`src/rtl/erase_pkg.sv`:
```
`timescale 1ns/1ps
package erase_pkg;
  typedef enum logic [2:0] {
    ST_IDLE,
    ST_WIN,
    ST_ERASE,
    ST_SPEND,
    ST_SUSP,
    ST_DONE
  } ers_state_e;

  localparam int unsigned BIT_POLL = 7;
  localparam int unsigned BIT_TGL  = 6;
  localparam int unsigned BIT_ERR  = 5;
  localparam int unsigned BIT_PHS  = 3;
  localparam int unsigned BIT_BTGL = 2;
endpackage

```
`src/rtl/cyc_timer.sv`:
```
`timescale 1ns/1ps
module cyc_timer #(
  parameter int unsigned MAX_CYC = 100
) (
  input  logic clk_i,
  input  logic rst_ni,
  input  logic load_i,
  input  logic en_i,
  output logic expired_o
);
  localparam int unsigned W = (MAX_CYC > 1) ? $clog2(MAX_CYC) : 1;
  localparam logic [W-1:0] LOAD_V = W'(MAX_CYC - 1);

  logic [W-1:0] cnt_q;

  always_ff @(posedge clk_i or negedge rst_ni) begin
    if (!rst_ni)                     cnt_q <= '0;
    else if (load_i)                 cnt_q <= LOAD_V;
    else if (en_i && cnt_q != '0)    cnt_q <= cnt_q - 1'b1;
  end

  assign expired_o = (cnt_q == '0);
endmodule

```
`src/rtl/blk_collect.sv`:
```
`timescale 1ns/1ps
module blk_collect #(
  parameter int unsigned NUM_BLK = 16,
  parameter int unsigned BANK_W  = 1,
  localparam int unsigned BLK_AW = $clog2(NUM_BLK)
) (
  input  logic              clk_i,
  input  logic              rst_ni,
  input  logic              clear_i,
  input  logic              first_i,
  input  logic              add_i,
  input  logic [BLK_AW-1:0] add_blk_i,
  input  logic [BANK_W-1:0] add_bank_i,
  input  logic [BLK_AW-1:0] rd_blk_i,
  input  logic [BANK_W-1:0] rd_bank_i,
  output logic [BANK_W-1:0] bank_o,
  output logic              cfm_same_o,
  output logic              rd_in_bank_o,
  output logic              rd_hit_o
);
  logic [NUM_BLK-1:0] mask;
  logic [BANK_W-1:0]  bank_q;

  for (genvar b = 0; b < NUM_BLK; b++) begin : g_mask
    logic sel_q;
    always_ff @(posedge clk_i or negedge rst_ni) begin
      if (!rst_ni)                                   sel_q <= 1'b0;
      else if (clear_i)                              sel_q <= 1'b0;
      else if (add_i && add_blk_i == BLK_AW'(b))     sel_q <= 1'b1;
    end
    assign mask[b] = sel_q;
  end

  always_ff @(posedge clk_i or negedge rst_ni) begin
    if (!rst_ni)      bank_q <= '0;
    else if (first_i) bank_q <= add_bank_i;
  end

  assign bank_o       = bank_q;
  assign cfm_same_o   = (add_bank_i == bank_q);
  assign rd_in_bank_o = (rd_bank_i == bank_q);
  assign rd_hit_o     = mask[rd_blk_i];
endmodule

```
`src/rtl/status_gen.sv`:
```
`timescale 1ns/1ps
module status_gen
  import erase_pkg::*;
(
  input  logic       clk_i,
  input  logic       rst_ni,
  input  logic       rd_i,
  input  ers_state_e st_i,
  input  logic       in_bank_i,
  input  logic       hit_i,
  input  logic       fail_i,
  output logic [7:0] status_o,
  output logic       sel_o
);
  logic [7:0] stat_q, stat_d;
  logic       sel_q, sel_d;
  logic       t6_q, t2_q, t6_flip, t2_flip;

  always_comb begin
    stat_d  = '0;
    sel_d   = 1'b0;
    t6_flip = 1'b0;
    t2_flip = 1'b0;
    unique case (st_i)
      ST_WIN, ST_ERASE, ST_SPEND: if (in_bank_i) begin
        sel_d            = 1'b1;
        stat_d[BIT_TGL]  = t6_q;
        stat_d[BIT_PHS]  = (st_i != ST_WIN);
        stat_d[BIT_BTGL] = t2_q;
        t6_flip          = 1'b1;
        t2_flip          = hit_i;
      end
      ST_SUSP: if (in_bank_i && hit_i) begin
        sel_d            = 1'b1;
        stat_d[BIT_TGL]  = 1'b1;
        stat_d[BIT_PHS]  = 1'b1;
        stat_d[BIT_BTGL] = t2_q;
        t2_flip          = 1'b1;
      end
      ST_DONE: if (in_bank_i) begin
        sel_d            = 1'b1;
        stat_d[BIT_POLL] = 1'b1;
        stat_d[BIT_TGL]  = t6_q;
        stat_d[BIT_ERR]  = fail_i;
        stat_d[BIT_PHS]  = 1'b1;
        stat_d[BIT_BTGL] = t2_q;
      end
      default: ;
    endcase
  end

  always_ff @(posedge clk_i or negedge rst_ni) begin
    if (!rst_ni) begin
      stat_q <= '0;
      sel_q  <= 1'b0;
      t6_q   <= 1'b0;
      t2_q   <= 1'b0;
    end else if (rd_i) begin
      stat_q <= stat_d;
      sel_q  <= sel_d;
      if (t6_flip) t6_q <= ~t6_q;
      if (t2_flip) t2_q <= ~t2_q;
    end
  end

  assign status_o = stat_q;
  assign sel_o    = sel_q;

  assert_window_phase_R1: assert property (@(posedge clk_i) disable iff (!rst_ni)
    (rd_i && in_bank_i && st_i == ST_WIN) |=> (sel_o && !status_o[BIT_PHS] && !status_o[BIT_POLL]));

  assert_other_bank_R12: assert property (@(posedge clk_i) disable iff (!rst_ni)
    (rd_i && !in_bank_i) |=> (!sel_o && status_o == 8'h00));
endmodule

```
`src/rtl/erase_window_ctrl.sv`:
```
`timescale 1ns/1ps
module erase_window_ctrl
  import erase_pkg::*;
#(
  parameter int unsigned CLK_MHZ   = 125,
  parameter int unsigned WINDOW_US = 100,
  parameter int unsigned SUSP_US   = 15,
  parameter int unsigned ERASE_US  = 500,
  parameter int unsigned NUM_BLK   = 16,
  parameter int unsigned BANK_W    = 1,
  localparam int unsigned BLK_AW   = $clog2(NUM_BLK)
) (
  input  logic              clk_i,
  input  logic              rst_ni,
  input  logic              cfm_i,
  input  logic [BLK_AW-1:0] cfm_blk_i,
  input  logic [BANK_W-1:0] cfm_bank_i,
  input  logic              susp_i,
  input  logic              resume_i,
  input  logic [BANK_W-1:0] resume_bank_i,
  input  logic              rd_rst_i,
  input  logic              fail_inj_i,
  input  logic              rd_i,
  input  logic [BLK_AW-1:0] rd_blk_i,
  input  logic [BANK_W-1:0] rd_bank_i,
  output logic [7:0]        status_o,
  output logic              stat_sel_o,
  output logic              busy_o
);
  localparam int unsigned WIN_CYC = CLK_MHZ * WINDOW_US;
  localparam int unsigned SUS_CYC = CLK_MHZ * SUSP_US;
  localparam int unsigned ERS_CYC = CLK_MHZ * ERASE_US;

  ers_state_e st_q, st_d;
  logic win_load, ers_load, sus_load;
  logic win_exp, ers_exp, sus_exp;
  logic first, add, clear;
  logic cfm_same, rd_in_bank, rd_hit;
  logic [BANK_W-1:0] bank;
  logic fail_q;

  always_comb begin
    st_d     = st_q;
    win_load = 1'b0;
    ers_load = 1'b0;
    sus_load = 1'b0;
    first    = 1'b0;
    add      = 1'b0;
    clear    = 1'b0;
    unique case (st_q)
      ST_IDLE: if (cfm_i) begin
        st_d = ST_WIN; first = 1'b1; add = 1'b1; win_load = 1'b1;
      end
      ST_WIN: begin
        if (rd_rst_i) begin
          st_d = ST_IDLE; clear = 1'b1;
        end else if (cfm_i) begin
          if (cfm_same) begin
            add = 1'b1; win_load = 1'b1;
          end else begin
            st_d = ST_IDLE; clear = 1'b1;
          end
        end else if (win_exp) begin
          st_d = ST_ERASE; ers_load = 1'b1;
        end
      end
      ST_ERASE: begin
        if (ers_exp)     st_d = ST_DONE;
        else if (susp_i) begin
          st_d = ST_SPEND; sus_load = 1'b1;
        end
      end
      ST_SPEND: begin
        if (ers_exp)      st_d = ST_DONE;
        else if (sus_exp) st_d = ST_SUSP;
      end
      ST_SUSP: if (resume_i && resume_bank_i == bank) st_d = ST_ERASE;
      ST_DONE: if (rd_rst_i) begin
        st_d = ST_IDLE; clear = 1'b1;
      end
      default: st_d = ST_IDLE;
    endcase
  end

  always_ff @(posedge clk_i or negedge rst_ni) begin
    if (!rst_ni) st_q <= ST_IDLE;
    else         st_q <= st_d;
  end

  always_ff @(posedge clk_i or negedge rst_ni) begin
    if (!rst_ni)                                                   fail_q <= 1'b0;
    else if (first)                                                fail_q <= 1'b0;
    else if (fail_inj_i && (st_q == ST_ERASE || st_q == ST_SPEND)) fail_q <= 1'b1;
  end

  cyc_timer #(.MAX_CYC(WIN_CYC)) i_win_timer (
    .clk_i, .rst_ni, .load_i(win_load), .en_i(st_q == ST_WIN), .expired_o(win_exp)
  );

  cyc_timer #(.MAX_CYC(ERS_CYC)) i_ers_timer (
    .clk_i, .rst_ni, .load_i(ers_load),
    .en_i(st_q == ST_ERASE || st_q == ST_SPEND), .expired_o(ers_exp)
  );

  cyc_timer #(.MAX_CYC(SUS_CYC)) i_sus_timer (
    .clk_i, .rst_ni, .load_i(sus_load), .en_i(st_q == ST_SPEND), .expired_o(sus_exp)
  );

  blk_collect #(.NUM_BLK(NUM_BLK), .BANK_W(BANK_W)) i_collect (
    .clk_i, .rst_ni,
    .clear_i(clear), .first_i(first), .add_i(add),
    .add_blk_i(cfm_blk_i), .add_bank_i(cfm_bank_i),
    .rd_blk_i, .rd_bank_i,
    .bank_o(bank), .cfm_same_o(cfm_same),
    .rd_in_bank_o(rd_in_bank), .rd_hit_o(rd_hit)
  );

  status_gen i_status (
    .clk_i, .rst_ni, .rd_i, .st_i(st_q),
    .in_bank_i(rd_in_bank), .hit_i(rd_hit), .fail_i(fail_q),
    .status_o, .sel_o(stat_sel_o)
  );

  assign busy_o = (st_q != ST_IDLE);

  assert_win_restart_R2: assert property (@(posedge clk_i) disable iff (!rst_ni)
    (st_q == ST_WIN && !rd_rst_i && cfm_i && cfm_same) |=> (st_q == ST_WIN));

  assert_bank_abort_R3: assert property (@(posedge clk_i) disable iff (!rst_ni)
    (st_q == ST_WIN && !rd_rst_i && cfm_i && !cfm_same) |=> (st_q == ST_IDLE));

  assert_done_hold_R6: assert property (@(posedge clk_i) disable iff (!rst_ni)
    (st_q == ST_DONE && !rd_rst_i) |=> (st_q == ST_DONE));

  assert_rst_ignored_R7: assert property (@(posedge clk_i) disable iff (!rst_ni)
    (st_q == ST_ERASE && rd_rst_i) |=> (st_q != ST_IDLE));

  assert_susp_frozen_R8: assert property (@(posedge clk_i) disable iff (!rst_ni)
    (st_q == ST_SUSP) |-> !ers_exp);

  assert_resume_bank_R10: assert property (@(posedge clk_i) disable iff (!rst_ni)
    (st_q == ST_SUSP && resume_i && resume_bank_i != bank) |=> (st_q == ST_SUSP));
endmodule

```
`config.mk`:
```
export PLATFORM = sky130hd
export DESIGN_NAME = erase_window_ctrl
export DESIGN_NICKNAME = d
export VERILOG_FILES = /design/src/rtl/erase_pkg.sv /design/src/rtl/cyc_timer.sv /design/src/rtl/blk_collect.sv /design/src/rtl/status_gen.sv /design/src/rtl/erase_window_ctrl.sv
export SDC_FILE = /design/constraint.sdc
export NUM_CORES = 1
export LEC_CHECK = 0
export BUFFER_PORTS_ARGS = -buffer_cell sky130_fd_sc_hd__buf_4
export CAP_MARGIN = 0
export CELL_PAD_IN_SITES_DETAIL_PLACEMENT = 2
export CELL_PAD_IN_SITES_GLOBAL_PLACEMENT = 2
export CORE_MARGIN = 1.5
export CORE_UTILIZATION = 36
export CTS_BUF_LIST = sky130_fd_sc_hd__clkbuf_4 sky130_fd_sc_hd__clkbuf_8
export DETAILED_ROUTE_END_ITERATION = 10
export PLACE_DENSITY = 0.82
export SLEW_MARGIN = 20
export SYNTH_ARGS = -nofsm -noshare
export SYNTH_HDL_FRONTEND = slang
export SYNTH_HIERARCHICAL = 1
export SYNTH_SLANG_ARGS = --single-unit
```
`constraint.sdc`:
```
create_clock -name clk_i -period 2.46 [get_ports clk_i]
set_clock_uncertainty 0.1 [all_clocks]
set_input_delay 0.615 -clock clk_i [delete_from_list [all_inputs] [get_ports clk_i]]
set_output_delay 0.615 -clock clk_i [all_outputs]
set_load 0.03 [all_outputs]
```
# Word-level counts from Yosys, hierarchy flattened
# Index checks and enable logic that the tools add are counted.
[op_classes]
n_bitwise = 2
magnitude_cmp = 1
reduce_logical = 57
n_mux = 87
n_eq_ne = 31
add_sub_neg = 3
[ops]
columns = ["operator", "count"]
rows = [
  ["$mux W1", 58],
  ["$reduce_bool A2 Y1", 20],
  ["$mux W3", 12],
  ["$eq A4 B4 Y1 const B", 8],
  ["$mux W16", 2],
  ["$mux W14", 2],
  ["$logic_and A1 B1 Y1", 22],
  ["$mux W11", 2],
  ["$pmux W3 S6", 1],
  ["$eq A4 B3 Y1 const B", 4],
  ["$logic_not A16 Y1", 1],
  ["$reduce_bool A16 Y1", 1],
  ["$sub A16 B1 Y16 const B", 1],
  ["$logic_not A14 Y1", 1],
  ["$reduce_bool A14 Y1", 1],
  ["$sub A14 B1 Y14 const B", 1],
  ["$logic_not A11 Y1", 1],
  ["$reduce_bool A11 Y1", 1],
  ["$sub A11 B1 Y11 const B", 1],
  ["$eq A4 B2 Y1 const B", 2],
  ["$ne A4 B4 Y1 const B", 2],
  ["$pmux W1 S2", 4],
  ["$reduce_and A7 Y1", 1],
  ["$eq A3 B2 Y1 const B", 2],
  ["20 further kinds", 30],
]
[word_totals]
input_bits = 19
ff_bits = 70
out_inout_bits = 10
word_cells = 207

# Logic depth before layout (Yosys ltp)
[logic_depth]
word_depth = 8
ltp_mapped = 10
mapped_depth_nobuf = 8

# Hierarchy
# Netlist, hierarchy kept.
[modules_own_cells]
columns = ["module", "cells_per_inst", "seq_area_each_um2", "instances", "area_per_inst_um2"]
rows = [
  ["cyc_timer at i_ers_timer", 99, 400.4, 1, 940.9],
  ["cyc_timer at i_win_timer", 90, 350.3, 1, 855.8],
  ["blk_collect", 68, 425.4, 1, 789.5],
  ["cyc_timer at i_sus_timer", 64, 275.3, 1, 631.9],
  ["status_gen", 47, 200.2, 1, 421.7],
  ["erase_window_ctrl", 47, 100.1, 1, 396.6],
]

# Worst setup path before layout
# OpenSTA, ideal clock, no wires.
[synth_path]
path_kind = "reg-to-reg"
startpoint = "register i_ers_timer.cnt_q[0]"
endpoint = "register i_sus_timer.cnt_q[8]"
arrival_time_ns = 2.327
required_time_ns = 2.236
path_stages_with_launch = 9
path_buffers = 1
period_less_slack_ns = 2.551
setup_ns = 0.124
path_slack_ns = -0.091
path_cell_list = "dfrtp_1 inv_1 ha_1 or4b_2 nor4_4 nor2_1 and3_1 clkbuf_1 a211o_1"
[synth_via]
elab_chain_len = 4
word_cells_on_any_way = 5
cone_classes = "mux: 3; reduce/logical: 2"
[synth_rtl]
columns = ["element", "line_no", "text"]
rows = [
  ["start, declared", "cyc_timer.sv:14", "logic [W-1:0] cnt_q;"],
  ["start signal, assigned", "cyc_timer.sv:19", "else if (en_i && cnt_q != '0) cnt_q <= cnt_q - 1'b1;"],
  ["$logic_not A16 Y1 *", "cyc_timer.sv:22", "assign expired_o = (cnt_q == '0);"],
  ["named net ers_exp", "erase_window_ctrl.sv:36", "logic win_exp, ers_exp, sus_exp;"],
  ["$mux W1 *", "erase_window_ctrl.sv:68", "if (ers_exp) st_d = ST_DONE;"],
  ["$mux W1 *", "erase_window_ctrl.sv:50", "unique case (st_q)"],
  ["named net sus_load", "erase_window_ctrl.sv:35", "logic win_load, ers_load, sus_load;"],
  ["$mux W11 / $reduce_bool A2 Y1 (equally long branches)", "-", ""],
  ["end signal, assigned", "cyc_timer.sv:19", ""],
  ["end, declared", "cyc_timer.sv:14", ""],
]
# Mark *: on every way through the listed nets, which the timed path passes. The rest lies on a longest branch.
# A chain may end at the register's enable or synchronous reset.

# Final worst setup path
[layout_path]
startpoint = "register i_ers_timer.cnt_q[0]"
endpoint = "register st_q[2]"
[layout_via]
elab_chain_len = 3
word_cells_on_any_way = 7
cone_classes = "eq/ne: 2; mux: 3; reduce/logical: 2"
[layout_rtl]
columns = ["element", "line_no", "text"]
rows = [
  ["$logic_not A16 Y1 *", "cyc_timer.sv:22", ""],
  ["named net ers_exp", "erase_window_ctrl.sv:36", ""],
  ["$ne A3 B3 Y1 (no source line), or another cell as far along", "-", ""],
  ["$reduce_and A7 Y1 (no source line) / $pmux W3 S6 (equally long branches)", "-", ""],
  ["end signal, assigned", "erase_window_ctrl.sv:87", "else st_q <= st_d;"],
  ["end, declared", "erase_window_ctrl.sv:34", "ers_state_e st_q, st_d;"],
]
# Marked as above.

==> out/summary.log <==
[global_routing] pin count of the biggest net entering global routing 38
[worst_hold_path] classification of the worst-slack hold path primary input to async pin
[final_layout] fraction of final layout cells with drive strength greater than 1 24.5%
[pwr] largest vdd supply drop 0.443 mV
[status] failing checks setup timing
[synthesis] Seq/Total Area, Yosys 43.4%
[sta] slew at the pin closest to its max-slew limit 0.508 ns
[synthesis] post-synth top area share 43.4%
[sta] part of the cycle the worst path needs 100%
[setup_path] endpoint kind of the worst setup timing path register
[final_layout] number of inserted diodes 0
[global_routing] routing usage on met1 24.4%
[synthesis] number of synthesized register bits 70
[final_layout] Post-Route Utilization 44.6%
[cts] clk sinks 70
[pwr] power share of the clock group 22.3%
[synthesis] dominant cell type by area after synthesis dfrtp_1
[pwr] Gate power share 41.0%
[cts] CTS H-tree lvls 3
[drt] routed length per instance 20.0 um
[setup_path] Max stage delay cell, worst path or4b_4
[final_layout] number of cells in the finished layout apart from fillers 614
[drt] number of vias per cell 5.61
[global_routing] most used routing layer in global routing met2
[sta] number of hold-slack violations in the final timing report 0
[sta] setup repair after global routing missed its margin yes
[setup_path] WP data required 2.61 ns
[die] Std-Cell Rows 38
[setup_path] cells on worst reg2reg path 7
[synthesis] number of distinct standard cells referenced by the synthesized netlist 72
[global_routing] initial antenna violation count 0
[sta] max frequency 405 MHz
[drt] antenna-violating nets left 0
[placed_design] count of input and output buffers 25
[global_routing] total global routing track utilization 21.2%
[final_layout] Final Cell Area 0.00485 mm2
[synthesis] area of the mapped netlist 0.00404 mm2
[drt] total DRC errors in the routed layout 0
[setup_path] max incr delay on CP 0.48 ns
[cts] clock latency reported for the late side of the worst-skew pair 0.36 ns
[die] initial core utilization 37.1%
[die] width of the chip 109 um
[cts] number of buffers inserted for hold repair after clock tree synthesis 0
[drt] violation count after the first detailed-routing iteration 97
[pwr] sw frac 39.9%
[global_routing] total overflow reported by the global router 0
[die] number of top-level pins 29
[setup_path] maximum fanout encountered on the critical timing path 3
[drt] 1st-pass router iterations 4
[synthesis] Main synth FF type dfrtp_1
[global_routing] vias in the first global route 3800
[placed_design] half-perimeter wire length of the detailed placement result 8.03 mm
[sta] Max Slew Vio Count 0
[setup_path] Critical R2R Launch i_ers_timer/cnt_q[0]
[synthesis] number of synthesized flops with an enable pin 0
[setup_path] r2r setup slk -0.01 ns
[pwr] standby leakage power 2.04 nW
[cts] number of clock buffers inserted by TritonCTS 9
[synthesis] cells after synthesis 415
[setup_path] cells along the critical path inv_2, ha_4, or4b_4, nor4_4, nand3b_1, o2111ai_4, mux2_4
[pwr] net switching power 0.00192 W
[status] result of the run complete, but fails checks
[final_layout] net count reported at finish 491
[synthesis] fraction of synthesis flops using an asynchronous set or reset pin 100%
[setup_path] Crit Path Class register to register
[sta] remaining max-slew budget at the tightest pin 65.3%
[placed_design] number of cells after detailed placement 590
[die] die footprint 0.0119 mm2
[drt] final wirelength 12.3 mm
[final_layout] area added between synthesis and finish 20.2%
[flow_run] Max Cap Violations 0
[placed_design] Post-Place Cell Area 0.00449 mm2
[sta] final worst setup slack -0.00989 ns
[global_routing] first-pass GRT wire length 19.3 mm
[sta] number of endpoints failing setup at the final stage 2
[drt] count of vias placed by the detailed router 3445
[cts] clock tree root buffer cell clkbuf_8
[die] chip height 109 um
[pwr] internal power consumption 0.00290 W
[cts] Bufs on Longest Clock Path 2
[placed_design] weighted congestion at the end of routability-driven global placement 0.802
[setup_path] signal arrival time at the worst endpoint 2.62 ns
[synthesis] average instance area after synthesis 9.73 um2
[synthesis] number of synthesis warnings 6
[die] floorplan core area 0.0109 mm2
[setup_path] capturing point of the worst reg2reg path st_q[2]
[synthesis] top cells by area, synth dfrtp_1, nor2_1, a21oi_1, mux4_1, nor2b_1
[global_routing] global-route met2 utilization 38.7%
[cts] Reg clk slew, reported paths 0.09 ns
[setup_path] startpoint kind of the worst setup timing path register
[pwr] power density of the placed cells 993 mW/mm2
[global_routing] M3 GR Usage 4.18%
[sta] Min Clock Period, post-route 2.47 ns
[pwr] sequential share of power 36.7%
[cts] TritonCTS clock tree yes
[sta] Total Negative Setup Slacks -0.0161 ns
## how the worst max path moves through the flow
stage                           end  slack (ns)                 start
6_report                    st_q[2]       -0.01  i_ers_timer/cnt_q[0]
5_1_grt                     st_q[2]       -0.05  i_ers_timer/cnt_q[0]
4_1_cts                     st_q[0]        0.02  i_ers_timer/cnt_q[1]
3_5_place_dp   i_sus_timer/cnt_q[9]       -0.16  i_ers_timer/cnt_q[1]
3_3_place_gp   i_sus_timer/cnt_q[9]        0.05  i_ers_timer/cnt_q[0]
2_1_floorplan  i_sus_timer/cnt_q[8]      -0.007  i_ers_timer/cnt_q[0]
## worst max-delay path: cells and delay by family, from the launching register on
family	cells	cell delay [ns]
AND/OR/NAND/NOR	3	1.09
adder cells (fa/ha/maj)	1	0.13
AO/OA/AOI/OAI	1	0.18
multiplexers	1	0.34
buffers and inverters	1	0.10
flip-flops	1	0.42
## sequential cells by signal, indices dropped and copies added (netlist names)
signal / cells
i_sus_timer/cnt_q: 11
i_ers_timer/cnt_q: 16
i_status/t6_q: 1
i_collect/g_mask.sel_q: 16
i_collect/bank_o: 1
i_status/status_o: 5
i_status/t2_q: 1
fail_q: 1
i_win_timer/cnt_q: 14
i_status/sel_o: 1
st_q: 3
## area by class of cell
type / instances / area, um2
fillers: 1136 / 6040
multi-input cells: 310 / 2190
clock buffers: 9 / 124
well taps: 140 / 175
flip-flops and latches: 70 / 1750
repair buffers: 60 / 450
clock inverters: 7 / 97.6
inverters: 18 / 67.6
## per-layer routing
metal	routed length, um	vias up
li1	-	1612
met1	5240	1781
met2	6650	35
met3	225	17
met4	156	0
met5	0	-
## metrics by stage
step | worst slack, ns | power [W] | hold WS [ns]
floorplan | -0.00706 | 0.00292 | 0.219
global placement | 0.0453 | 0.00335 | 0.359
detailed placement | -0.159 | 0.00350 | 0.371
CTS | 0.0249 | 0.00467 | 0.126
global route | -0.0495 | 0.00511 | 0.142
finish | -0.00989 | 0.00482 | 0.119
## power by group through the flow
stage | clock, W | sequential [W] | combinational (W)
after detailed placement | 0 | 0.00178 | 0.00172
final | 0.00107 | 0.00177 | 0.00198
after global routing | 0.00114 | 0.00182 | 0.00215
after CTS | 0.00110 | 0.00176 | 0.00180
after floorplan | 0 | 0.00178 | 0.00114
after global placement | 0 | 0.00174 | 0.00162
## cell usage in the layout, fill, tap and decap left out, types with 3 or more instances in the layout
cell and n:
dfrtp_1 70, buf_4 60, nor2_1 55, a21oi_1 29
nor3_1 15, nand2_1 15, nor2b_1 15, inv_1 15
or3_1 13, o21ai_0 12, nand3_1 10, mux2i_1 9
clkbuf_8 9, xnor2_1 8, or4_1 8, o31ai_1 8
nand2b_1 6, a31oi_1 6, mux2_2 6, nor3b_1 5
mux4_1 4, a211o_1 4, nand4_1 4, and2b_2 3
a211oi_2 3, o211ai_1 3, and3_1 3, or4b_4 3
nor4_1 3, o22ai_1 3, conb_1 3
## Yosys cell counts (5+ instances only)
cell,instances
a21oi_1,29
a31oi_1,6
and3_1,5
buf_6,5
clkbuf_1,8
dfrtp_1,70
inv_1,17
mux2_2,6
mux2i_1,9
nand2_1,15
nand2b_1,6
nand3_1,10
nor2_1,55
nor2b_1,16
nor3_1,15
nor3b_1,6
o21ai_0,12
o31ai_1,8
or3_1,13
or4_1,8
xnor2_1,8
## repair_timing
item                       in CTS  in global routing
pin swaps                       1                  4
buffers inserted                0                  8
setup endpoints to repair      18                 18
gates resized for setup         7                 10
## cell families after synthesis
logic type	Yosys count	synth area share [%]
adder cells (fa/ha/maj)	3	0.930
AO/OA/AOI/OAI	82	13.5
XOR/XNOR	10	2.17
flip-flops	70	43.4
other	1	0.0929
AND/OR/NAND/NOR	190	27.8
multiplexers	22	7.35
buffers and inverters	37	4.74
Note: power is estimated with default switching activity, not from simulation.
